`config.mk`:
```
export PLATFORM = sky130hd
export DESIGN_NAME = prio_irq_ctrl
export DESIGN_NICKNAME = d
export VERILOG_FILES = /design/src/rtl/prio_irq_pkg.sv /design/src/rtl/prio_irq_regs.sv /design/src/rtl/prio_irq_arb.sv /design/src/rtl/prio_irq_stack.sv /design/src/rtl/prio_irq_ctrl.sv
export SDC_FILE = /design/constraint.sdc
export NUM_CORES = 1
export LEC_CHECK = 0
export ABC_AREA = 1
export CAP_MARGIN = 20
export CORE_UTILIZATION = 45
export DETAILED_ROUTE_END_ITERATION = 8
export GPL_ROUTABILITY_DRIVEN = 0
export PLACE_DENSITY_LB_ADDON = 0.2
export SLEW_MARGIN = 20
export SYNTH_ARGS = -nofsm -noshare
export SYNTH_HDL_FRONTEND = slang
export SYNTH_SLANG_ARGS = --single-unit
```
`constraint.sdc`:
```
create_clock -name clk_i -period 20.9 [get_ports clk_i]
set_clock_uncertainty 0.1 [all_clocks]
set_input_delay 2.09 -clock clk_i [delete_from_list [all_inputs] [get_ports clk_i]]
set_output_delay 2.09 -clock clk_i [all_outputs]
set_load 0.1 [all_outputs]
```
`src/rtl/prio_irq_pkg.sv`:
```
package prio_irq_pkg;
  function automatic int unsigned en_bytes(input int unsigned n);
    return (n + 7) / 8;
  endfunction

  function automatic int unsigned id_width(input int unsigned n);
    return (n > 1) ? $clog2(n) : 1;
  endfunction
endpackage

```
`src/rtl/prio_irq_regs.sv`:
```
module prio_irq_regs #(
  parameter int unsigned NUM_IRQ   = 8,
  parameter int unsigned PRIO_BITS = 3,
  parameter int unsigned ADDR_W    = 4
) (
  input  logic                              clk_i,
  input  logic                              rst_ni,
  input  logic                              we_i,
  input  logic [ADDR_W-1:0]                 addr_i,
  input  logic [7:0]                        wdata_i,
  output logic [7:0]                        rdata_o,
  output logic [NUM_IRQ-1:0][PRIO_BITS-1:0] lvl_o,
  output logic [7:0]                        mask_o,
  output logic [NUM_IRQ-1:0]                en_o
);
  localparam int unsigned EN_BYTES = prio_irq_pkg::en_bytes(NUM_IRQ);
  localparam int unsigned MASK_ADR = NUM_IRQ;
  localparam int unsigned EN_ADR   = NUM_IRQ + 1;

  logic [NUM_IRQ-1:0][PRIO_BITS-1:0] lvl_q;
  logic [7:0]                        mask_q;
  logic [NUM_IRQ-1:0]                en_q;
  logic [EN_BYTES*8-1:0]             en_pad;

  for (genvar g = 0; g < NUM_IRQ; g++) begin : g_line
    always_ff @(posedge clk_i or negedge rst_ni) begin
      if (!rst_ni) begin
        lvl_q[g] <= '0;
        en_q[g]  <= 1'b0;
      end else if (we_i) begin
        if (addr_i == ADDR_W'(g)) lvl_q[g] <= wdata_i[7 -: PRIO_BITS];
        if (addr_i == ADDR_W'(EN_ADR + g / 8)) en_q[g] <= wdata_i[g % 8];
      end
    end
  end

  always_ff @(posedge clk_i or negedge rst_ni) begin
    if (!rst_ni) mask_q <= '0;
    else if (we_i && addr_i == ADDR_W'(MASK_ADR)) mask_q <= wdata_i;
  end

  always_comb begin
    en_pad = '0;
    en_pad[NUM_IRQ-1:0] = en_q;
  end

  always_comb begin
    rdata_o = '0;
    for (int i = 0; i < NUM_IRQ; i++)
      if (addr_i == ADDR_W'(i)) rdata_o[7 -: PRIO_BITS] = lvl_q[i];
    if (addr_i == ADDR_W'(MASK_ADR)) rdata_o = mask_q;
    for (int k = 0; k < EN_BYTES; k++)
      if (addr_i == ADDR_W'(EN_ADR + k)) rdata_o = en_pad[8*k +: 8];
  end

  assign lvl_o  = lvl_q;
  assign mask_o = mask_q;
  assign en_o   = en_q;

  // dropped priority bits always read as zero
  a_r1_low_bits_zero: assert property (@(posedge clk_i) disable iff (!rst_ni)
    (addr_i < ADDR_W'(NUM_IRQ)) |-> (rdata_o[7-PRIO_BITS:0] == '0));
endmodule

```
`src/rtl/prio_irq_arb.sv`:
```
module prio_irq_arb #(
  parameter int unsigned NUM_IRQ   = 8,
  parameter int unsigned PRIO_BITS = 3,
  parameter int unsigned ID_W      = 3
) (
  input  logic [NUM_IRQ-1:0]                req_i,
  input  logic [NUM_IRQ-1:0]                en_i,
  input  logic [NUM_IRQ-1:0][PRIO_BITS-1:0] lvl_i,
  input  logic [7:0]                        mask_i,
  input  logic [PRIO_BITS:0]                active_lvl_i,
  input  logic                              room_i,
  output logic                              found_o,
  output logic [ID_W-1:0]                   id_o,
  output logic [PRIO_BITS-1:0]              lvl_o
);
  logic [NUM_IRQ-1:0] elig;

  for (genvar g = 0; g < NUM_IRQ; g++) begin : g_elig
    logic [7:0] eff;
    always_comb begin
      eff = '0;
      eff[7 -: PRIO_BITS] = lvl_i[g];
    end
    assign elig[g] = req_i[g] && en_i[g] && room_i &&
                     ((mask_i == 8'd0) || (eff < mask_i)) &&
                     ({1'b0, lvl_i[g]} < active_lvl_i);
  end

  // descending scan: on a tie the lower index overwrites
  always_comb begin
    logic                 hit;
    logic [ID_W-1:0]      win_id;
    logic [PRIO_BITS-1:0] win_lvl;
    hit     = 1'b0;
    win_id  = '0;
    win_lvl = '0;
    for (int i = NUM_IRQ - 1; i >= 0; i--) begin
      if (elig[i] && (!hit || lvl_i[i] <= win_lvl)) begin
        hit     = 1'b1;
        win_id  = ID_W'(i);
        win_lvl = lvl_i[i];
      end
    end
    found_o = hit;
    id_o    = win_id;
    lvl_o   = win_lvl;
  end
endmodule

```
`src/rtl/prio_irq_stack.sv`:
```
module prio_irq_stack #(
  parameter int unsigned PRIO_BITS   = 3,
  parameter int unsigned STACK_DEPTH = 4
) (
  input  logic                 clk_i,
  input  logic                 rst_ni,
  input  logic                 push_i,
  input  logic                 pop_i,
  input  logic [PRIO_BITS-1:0] push_lvl_i,
  output logic [PRIO_BITS:0]   active_lvl_o,
  output logic                 full_o
);
  localparam int unsigned CW = $clog2(STACK_DEPTH + 1);
  localparam int unsigned SW = (STACK_DEPTH > 1) ? $clog2(STACK_DEPTH) : 1;
  localparam logic [PRIO_BITS:0] IDLE = {1'b1, {PRIO_BITS{1'b0}}};

  logic [CW-1:0]                         cnt_q;
  logic [STACK_DEPTH-1:0][PRIO_BITS-1:0] stk_q;
  logic [SW-1:0]                         top_idx, wr_idx;
  logic                                  empty;

  assign empty   = (cnt_q == '0);
  assign full_o  = (cnt_q == CW'(STACK_DEPTH));
  assign top_idx = SW'(cnt_q - 1'b1);
  assign wr_idx  = SW'(cnt_q);

  always_ff @(posedge clk_i or negedge rst_ni) begin
    if (!rst_ni) begin
      cnt_q <= '0;
      stk_q <= '0;
    end else if (push_i && pop_i && !empty) begin
      stk_q[top_idx] <= push_lvl_i;   // pop and push together replace the top
    end else if (push_i && !full_o) begin
      stk_q[wr_idx] <= push_lvl_i;
      cnt_q         <= cnt_q + 1'b1;
    end else if (pop_i && !empty) begin
      cnt_q <= cnt_q - 1'b1;
    end
  end

  assign active_lvl_o = empty ? IDLE : {1'b0, stk_q[top_idx]};

  a_r8_depth_bound: assert property (@(posedge clk_i) disable iff (!rst_ni)
    cnt_q <= CW'(STACK_DEPTH));
  a_r8_pop_empty_idle: assert property (@(posedge clk_i) disable iff (!rst_ni)
    (pop_i && !push_i && empty) |=> (active_lvl_o == IDLE));
endmodule

```
`src/rtl/prio_irq_ctrl.sv`:
```
module prio_irq_ctrl #(
  parameter int unsigned NUM_IRQ     = 8,
  parameter int unsigned PRIO_BITS   = 3,
  parameter int unsigned STACK_DEPTH = 4,
  parameter int unsigned ADDR_W      = $clog2(NUM_IRQ + 1 + prio_irq_pkg::en_bytes(NUM_IRQ)),
  parameter int unsigned ID_W        = prio_irq_pkg::id_width(NUM_IRQ)
) (
  input  logic                 clk_i,
  input  logic                 rst_ni,
  input  logic [NUM_IRQ-1:0]   irq_req_i,
  input  logic                 reg_we_i,
  input  logic [ADDR_W-1:0]    reg_addr_i,
  input  logic [7:0]           reg_wdata_i,
  output logic [7:0]           reg_rdata_o,
  output logic                 irq_o,
  output logic [ID_W-1:0]      irq_id_o,
  input  logic                 ack_i,
  input  logic                 eoi_i,
  output logic [PRIO_BITS:0]   active_lvl_o
);
  logic [NUM_IRQ-1:0][PRIO_BITS-1:0] lvl_w;
  logic [7:0]                        mask_w;
  logic [NUM_IRQ-1:0]                en_w;
  logic                              found_w, full_w, take_w;
  logic [ID_W-1:0]                   id_w;
  logic [PRIO_BITS-1:0]              win_lvl_w, irq_lvl_q;
  logic [PRIO_BITS:0]                active_w;
  logic                              irq_q;
  logic [ID_W-1:0]                   id_q;

  prio_irq_regs #(.NUM_IRQ(NUM_IRQ), .PRIO_BITS(PRIO_BITS), .ADDR_W(ADDR_W)) u_regs (
    .clk_i, .rst_ni, .we_i(reg_we_i), .addr_i(reg_addr_i), .wdata_i(reg_wdata_i),
    .rdata_o(reg_rdata_o), .lvl_o(lvl_w), .mask_o(mask_w), .en_o(en_w));

  prio_irq_arb #(.NUM_IRQ(NUM_IRQ), .PRIO_BITS(PRIO_BITS), .ID_W(ID_W)) u_arb (
    .req_i(irq_req_i), .en_i(en_w), .lvl_i(lvl_w), .mask_i(mask_w),
    .active_lvl_i(active_w), .room_i(!full_w),
    .found_o(found_w), .id_o(id_w), .lvl_o(win_lvl_w));

  assign take_w = ack_i && irq_q;

  prio_irq_stack #(.PRIO_BITS(PRIO_BITS), .STACK_DEPTH(STACK_DEPTH)) u_stack (
    .clk_i, .rst_ni, .push_i(take_w), .pop_i(eoi_i), .push_lvl_i(irq_lvl_q),
    .active_lvl_o(active_w), .full_o(full_w));

  always_ff @(posedge clk_i or negedge rst_ni) begin
    if (!rst_ni) begin
      irq_q     <= 1'b0;
      id_q      <= '0;
      irq_lvl_q <= '0;
    end else begin
      irq_q     <= take_w ? 1'b0 : found_w;
      id_q      <= id_w;
      irq_lvl_q <= win_lvl_w;
    end
  end

  assign irq_o        = irq_q;
  assign irq_id_o     = id_q;
  assign active_lvl_o = active_w;

  logic [7:0] irq_eff;
  always_comb begin
    irq_eff = '0;
    irq_eff[7 -: PRIO_BITS] = irq_lvl_q;
  end

  a_r7_strict_preempt: assert property (@(posedge clk_i) disable iff (!rst_ni)
    irq_o |-> ({1'b0, irq_lvl_q} < active_w));
  a_r4_threshold: assert property (@(posedge clk_i) disable iff (!rst_ni)
    irq_o |-> ($past(mask_w) == 8'd0 || irq_eff < $past(mask_w)));
  a_r9_enabled_line: assert property (@(posedge clk_i) disable iff (!rst_ni)
    irq_o |-> $past(en_w[id_w] && irq_req_i[id_w]));
  a_r10_ack_drops: assert property (@(posedge clk_i) disable iff (!rst_ni)
    (ack_i && irq_o) |=> !irq_o);
  a_r8_full_quiet: assert property (@(posedge clk_i) disable iff (!rst_ni)
    full_w |=> !irq_o);
endmodule

```
==> out/qor.csv, run 1 <==
metric;value;unit
status;complete, no violations;
worst_pin_slew;981.1;ps
post-route-period-util;0.5149;
path_clk_slew;60;ps
post_drt_wl_per_cell;16.73;µm
grt_overflow;0;
firstDrtPassIters;5;
hold_buffers;0;
synth_top_cell_by_area;dfrtp_1;
min_path_type;reg2reg;
cap_violations;0;
async_flop_share;1.000;
peakVddDrop;0.07364;mV
die_w;108.9;µm
rows;38;
worstPathRequired;21030;ps
power_density;159.4;mW/mm²
clkPwrFrac;0.169;
rsz0062_at_grt;false;
cpPeakStageDelay;680;ps
dp_hpwl;11.21;mm
multi_input_area;0.003176;mm²
switching_share;0.5197;
worstSetupPathType;reg2reg;
drt_iter0_markers;422;
ys_top_cells_by_count;nand2_1, inv_1, o21ai_0;
synth_seq_area_share;0.3016;
seqCellArea;0.001551;mm²
critPathLaunchType;flip-flop;
pwr-share-comb;0.628;
nFillCells;1050;
final_util;0.5455;
switchingPower;0.4964;mW
grt_pass1_wl;23.94;mm
syn_inst;682;
crit_top_cell;nand2_1;
antenna_found_initial;0;
synth_nets;776;
cp.arrival;10900;ps
yosysTopAreaCellShare;0.3016;
endpoint_kind;flip-flop;
design.die.area;0.01186;mm²
timing.fmax;92.93;MHz
ys_ff_latch;62;
ys_types;44;
power_leakage;3.026;nW
drive_gt1_frac;0.1175;
cts.repair.resized;0;
die_h;108.9;µm
drc;0;
slew-limit-headroom;0.3439;
cts_tree;done;
cts_buffers;9;
hold_viol;0;
setup_viol;0;
p_seq_frac;0.203;
via_per_inst;5.534;
synth.most_common_cell;nand2_1;
cts_setup_buffers;0;
clkSinkCount;62;
vias;4826;
ys_warn_count;0;
finalWirelength;14.59;mm
synth_area_leaders;dfrtp_1, ha_1, nand2_1, o21ai_0, inv_1;
diodes;0;
portBuffers;40;
finalSetupTns;0;ps
grt_usage;0.2723;
synth.avg_cell_area;7.542;µm²
grt_max_degree;63;
setup_ws;10140;ps
internal_power;0.4587;mW
area_growth_syn_to_layout;16.47;%
io_pins;41;
h-tree-depth;3;
cts_buffer_depth;2;
path_max_fanout;13;
clock_latency;350;ps
syn_area;0.005144;mm²
synth_edf_count;0;
grt_pass1_vias;4800;
worst_path_max_delay_cell;dfrtp_1;
cts_root_buf;clkbuf_16;
nets;821;
slew_viol_final;0;
core_area;0.01098;mm²
dp_slack;10160;ps
start_util;0.4683;
ant_nets;0;
period_needed;10760;ps
synthFlopType;dfrtp_1;
-- worst paths after layout --
| kind | start | slack [ps] | depth (start not counted) | to |
|---|---|---|---|---|
| setup / recovery | u_stack.cnt_q[0] | 10140 | 75 | irq_lvl_q[1] |
| hold / removal | u_stack.stk_q[1] | 380 | 2 | u_stack.stk_q[1] |
| setup reg to reg | u_stack.cnt_q[0] | 10140 | 75 | irq_lvl_q[1] |
| hold reg to reg | u_stack.stk_q[1] | 380 | 2 | u_stack.stk_q[1] |
| max in group asynchronous | rst_ni | 18340 | 2 | u_regs.lvl_o[18] |
| min in group asynchronous | rst_ni | 1810 | 2 | u_stack.stk_q[3] |
-- per-stage QoR --
stage | std cells | power (mW) | instance area, µm² | hold slack, ps
after floorplan | 682 | 0.6517 | 5144 | 347.8
after global placement | 856 | 0.7635 | 5675 | 365.2
after detailed placement | 856 | 0.7906 | 5675 | 370.1
after CTS | 872 | 0.9568 | 5991 | 384.2
after global routing | 872 | 1.039 | 5991 | 410.2
final | 872 | 0.9550 | 5991 | 381.3
-- flip-flops by register name, indices dropped and copies added, names as in the netlist --
| register | count |
|---|---|
| u_stack.cnt_q | 3 |
| u_regs.mask_o | 8 |
| u_regs.lvl_o | 24 |
| u_stack.stk_q | 12 |
| irq_id_o | 3 |
| irq_lvl_q | 3 |
| u_regs.en_o | 8 |
| irq_o | 1 |
-- power groups by stage --
stage,registers [mW],logic [mW],clock network [mW]
2_1_floorplan,0.197,0.455,0
3_3_place_gp,0.194,0.569,0
3_5_place_dp,0.195,0.595,0
4_1_cts,0.194,0.599,0.165
5_1_grt,0.199,0.671,0.169
6_report,0.194,0.600,0.161
-- cell usage in the layout, fill, tap and decap left out, drive strengths merged, types with 3 or more instances in the layout --
| master | count |
|---|---|
| xor2 | 3 |
| a31oi | 4 |
| a221oi | 4 |
| and2 | 7 |
| inv | 93 |
| o21ai | 80 |
| a211oi | 6 |
| a21oi | 26 |
| nand3 | 52 |
| nand4 | 8 |
| a32oi | 3 |
| clkinv | 7 |
| clkbuf | 10 |
| ha | 69 |
| nand2 | 199 |
| dfrtp | 62 |
| clkdlybuf4s50 | 39 |
| nand3b | 3 |
| nor2 | 38 |
| o22ai | 3 |
-- per-layer routing --
layer,share of wire,routed length [µm],global-route usage
met1,0.45,6602,0.3574
met2,0.46,6672,0.4353
met3,0.061,894,0.04363
met4,0.029,421,0.1293
met5,0,0,0
-- logic make-up (layout without fill, tap and decap cells) --
family          after synthesis  after routing  share of synthesized area
simple gates                309            309                     0.2921
flops                        62             62                     0.3016
compound gates              135            135                     0.1523
xor+xnor                      3              3                   0.005109
buf+inv                     104            154                    0.08100
fa+ha+maj                    69             69                     0.1678
-- critical path: cells and delay by family (launching register included) --
family	cells	cell delay, ps
flip-flops	1	680
AO/OA/AOI/OAI	16	2460
adder cells (fa/ha/maj)	9	2710
AND/OR/NAND/NOR	41	3800
buffers and inverters	9	870
-- area by class of cell --
type,count,share of cell area
multi-input combinational,516,0.5301
inverter,97,0.06182
tap,140,0.02924
timing repair buffer,41,0.06725
sequential,62,0.2590
clock inverter,6,0.01441
clock buffer,10,0.03822
No activity file was read; power rests on OpenSTA's default activity.
==> run 2: changes to the inputs <==
clock period = 11 ns   (was 20.9 ns; I/O delays follow)
==> run 2 against run 1 <==
Effect of this change:
- total power rose by 90%
- largest power group unchanged
- design area rose by 0.54%
- die area did not move
- flip-flop and latch count did not move
- register-to-register slack got worse by 9200 ps
- highest routed layer unchanged
- worst setup slack got worse by 9200 ps
- critical endpoint unchanged
- non-clock buffer count rose by 4
==> out/qor.csv, run 2 (same netlist as run 1, synthesis figures left out) <==
metric;value;unit;change
area_growth_syn_to_layout;17.10;%;
finalSetupTns;0;ps;unchanged
power_leakage;3.045;nW;+0.63%
die_w;108.9;µm;unchanged
post_drt_wl_per_cell;16.58;µm;-0.92%
pwr-share-comb;0.631;;+0.003
nets;825;;+0.49%
setup_viol;0;;unchanged
largest_reg_flops;24;;unchanged
diodes;0;;unchanged
multi_input_area;0.003178;mm²;about the same
layout_commonest_cell;nand2_1;;
worstSetupPathType;reg2reg;;
grt_max_degree;63;;unchanged
r2r-start;u_stack.cnt_q[1];;
grt_pass1_wl;23.43;mm;-2.2%
h-tree-depth;3;;unchanged
worstHoldStart;u_stack.stk_q[0];;
drc;0;;unchanged
grt_pass1_vias;4604;;-4.1%
cts_buffers;9;;unchanged
worst_pin_slew;992.4;ps;+11.29 ps
nFillCells;1036;;-1.3%
vias;4765;;-1.3%
clkPwrFrac;0.166;;-0.003
power_density;301.9;mW/mm²;+89%
hold_slack;390.0;ps;+8.624 ps
post-route-period-util;0.9188;;+0.4040
io_pins;41;;unchanged
clkSinkCount;62;;unchanged
timing.fmax;98.94;MHz;+6.5%
critPathLaunchType;flip-flop;;
portBuffers;40;;unchanged
grt_usage;0.2672;;-0.005124
core_area;0.01098;mm²;unchanged
dp_hpwl;11.21;mm;about the same
min_to;u_stack.stk_q[0];;
hold_viol;0;;unchanged
die_h;108.9;µm;unchanged
r2r_slack;890;ps;-9250 ps
period_needed;10110;ps;-653.3 ps
cp.arrival;10240;ps;-660 ps
antenna_found_initial;0;;unchanged
min_path_type;reg2reg;;
crit_top_cell;nand2_1;;
cap_violations;0;;unchanged
cpPeakStageDelay;420;ps;-260 ps
switching_share;0.5157;;-0.004032
firstDrtPassIters;5;;unchanged
slew-limit-headroom;0.3363;;-0.007549
layout_common_cells;nand2_1, inv_1, o21ai_0;;
switchingPower;0.9377;mW;+89%
seqCellArea;0.001554;mm²;+0.16%
path_max_fanout;8;;-5
via_per_inst;5.446;;-1.6%
ant_nets;0;;unchanged
internal_power;0.8806;mW;+92%
r2r_cells;74;;-1.3%
final_util;0.5484;;+0.002961
cts_tree;done;;
grt_overflow;0;;unchanged
r2r_end;irq_lvl_q[1];;
worstPathRequired;11130;ps;-9900 ps
p_seq_frac;0.203;;about the same
min_path_cells;2;;unchanged
cts_buffer_depth;2;;unchanged
design.die.area;0.01186;mm²;unchanged
endpoint_kind;flip-flop;;
cts_root_buf;clkbuf_16;;
drt_iter0_markers;296;;-30%
rows;38;;unchanged
drive_gt1_frac;0.1279;;+0.01040
clock_latency;340;ps;about the same
finalWirelength;14.51;mm;-0.58%
slew_viol_final;0;;unchanged
path_clk_slew;50;ps;about the same
worst_path_max_delay_cell;dfrtp_2;;
status;complete, no violations;;
peakVddDrop;0.1502;mV;+100%
start_util;0.4683;;unchanged
run 2: cell types whose count changed in the layout (fill, tap and decap cells not counted), sizes merged:
cell / before / now
clkinv: 7 / 8
clkinvlp: 1 / 0
clkbuf: 10 / 9
buf: 2 / 6
run 2: how the worst max path moves through the flow:
stage          depth (start not counted)            to              from  slack, ps
2_1_floorplan                         76  irq_lvl_q[1]  u_stack.cnt_q[0]         50
3_3_place_gp                          75  irq_lvl_q[2]  u_stack.cnt_q[0]       1220
3_5_place_dp                          75  irq_lvl_q[1]  u_stack.cnt_q[0]        630
4_1_cts                               75  irq_lvl_q[1]  u_stack.cnt_q[0]        600
5_1_grt                               75  irq_lvl_q[2]  u_stack.cnt_q[1]        -10
6_report                              74  irq_lvl_q[1]  u_stack.cnt_q[1]        890
run 2: layout make-up:
type                            instances  share of cell area
Clock inverter                          6             0.01454
Sequential cell                        62              0.2580
Inverter                               97             0.06149
Tap cell                              140             0.02908
Timing Repair Buffer                   45             0.07187
Clock buffer                            9             0.03739
Multi-Input combinational cell        516              0.5276
run 2: metrics by stage:
| stage | total power [mW] | instances | setup slack (ps) | cell area, µm² |
|---|---|---|---|---|
| after CTS | 1.807 | 871 | 599.2 | 5988 |
| after global routing | 1.970 | 875 | -11.46 | 6023 |
| final | 1.818 | 875 | 892.9 | 6023 |
| after global placement | 1.456 | 856 | 1219 | 5675 |
| after detailed placement | 1.500 | 856 | 633.1 | 5675 |
| after floorplan | 1.238 | 682 | 46.43 | 5144 |
run 2: what timing repair did:
item | 4_1_cts | 5_1_grt
endpoints found under the setup margin | 0 | 6
buffers inserted | 0 | 4
resized for setup | 0 | 4
hold buffers | 0 | 0
run 2: critical path, delay by kind of cell, from the launching register on:
| kind | cells | cell delay [ps] |
|---|---|---|
| compound gates | 16 | 2370 |
| fa+ha+maj | 9 | 2770 |
| buf+inv | 8 | 710 |
| flops | 1 | 420 |
| simple gates | 41 | 3620 |
run 2: per-layer routing:
| layer | part of all wire | track usage | vias up |
|---|---|---|---|
| met3 | 0.047 | 0.04722 | 33 |
| met5 | 0 | 0 | - |
| met2 | 0.45 | 0.4227 | 153 |
| met1 | 0.47 | 0.3470 | 2207 |
| met4 | 0.037 | 0.1390 | 0 |
| li1 | - | - | 2372 |
run 2: power groups by stage:
stage	clock [mW]	sequential [mW]	combinational [mW]
3_5_place_dp	0	0.374	1.13
3_3_place_gp	0	0.372	1.08
2_1_floorplan	0	0.373	0.865
5_1_grt	0.315	0.378	1.28
4_1_cts	0.305	0.371	1.13
6_report	0.301	0.370	1.15
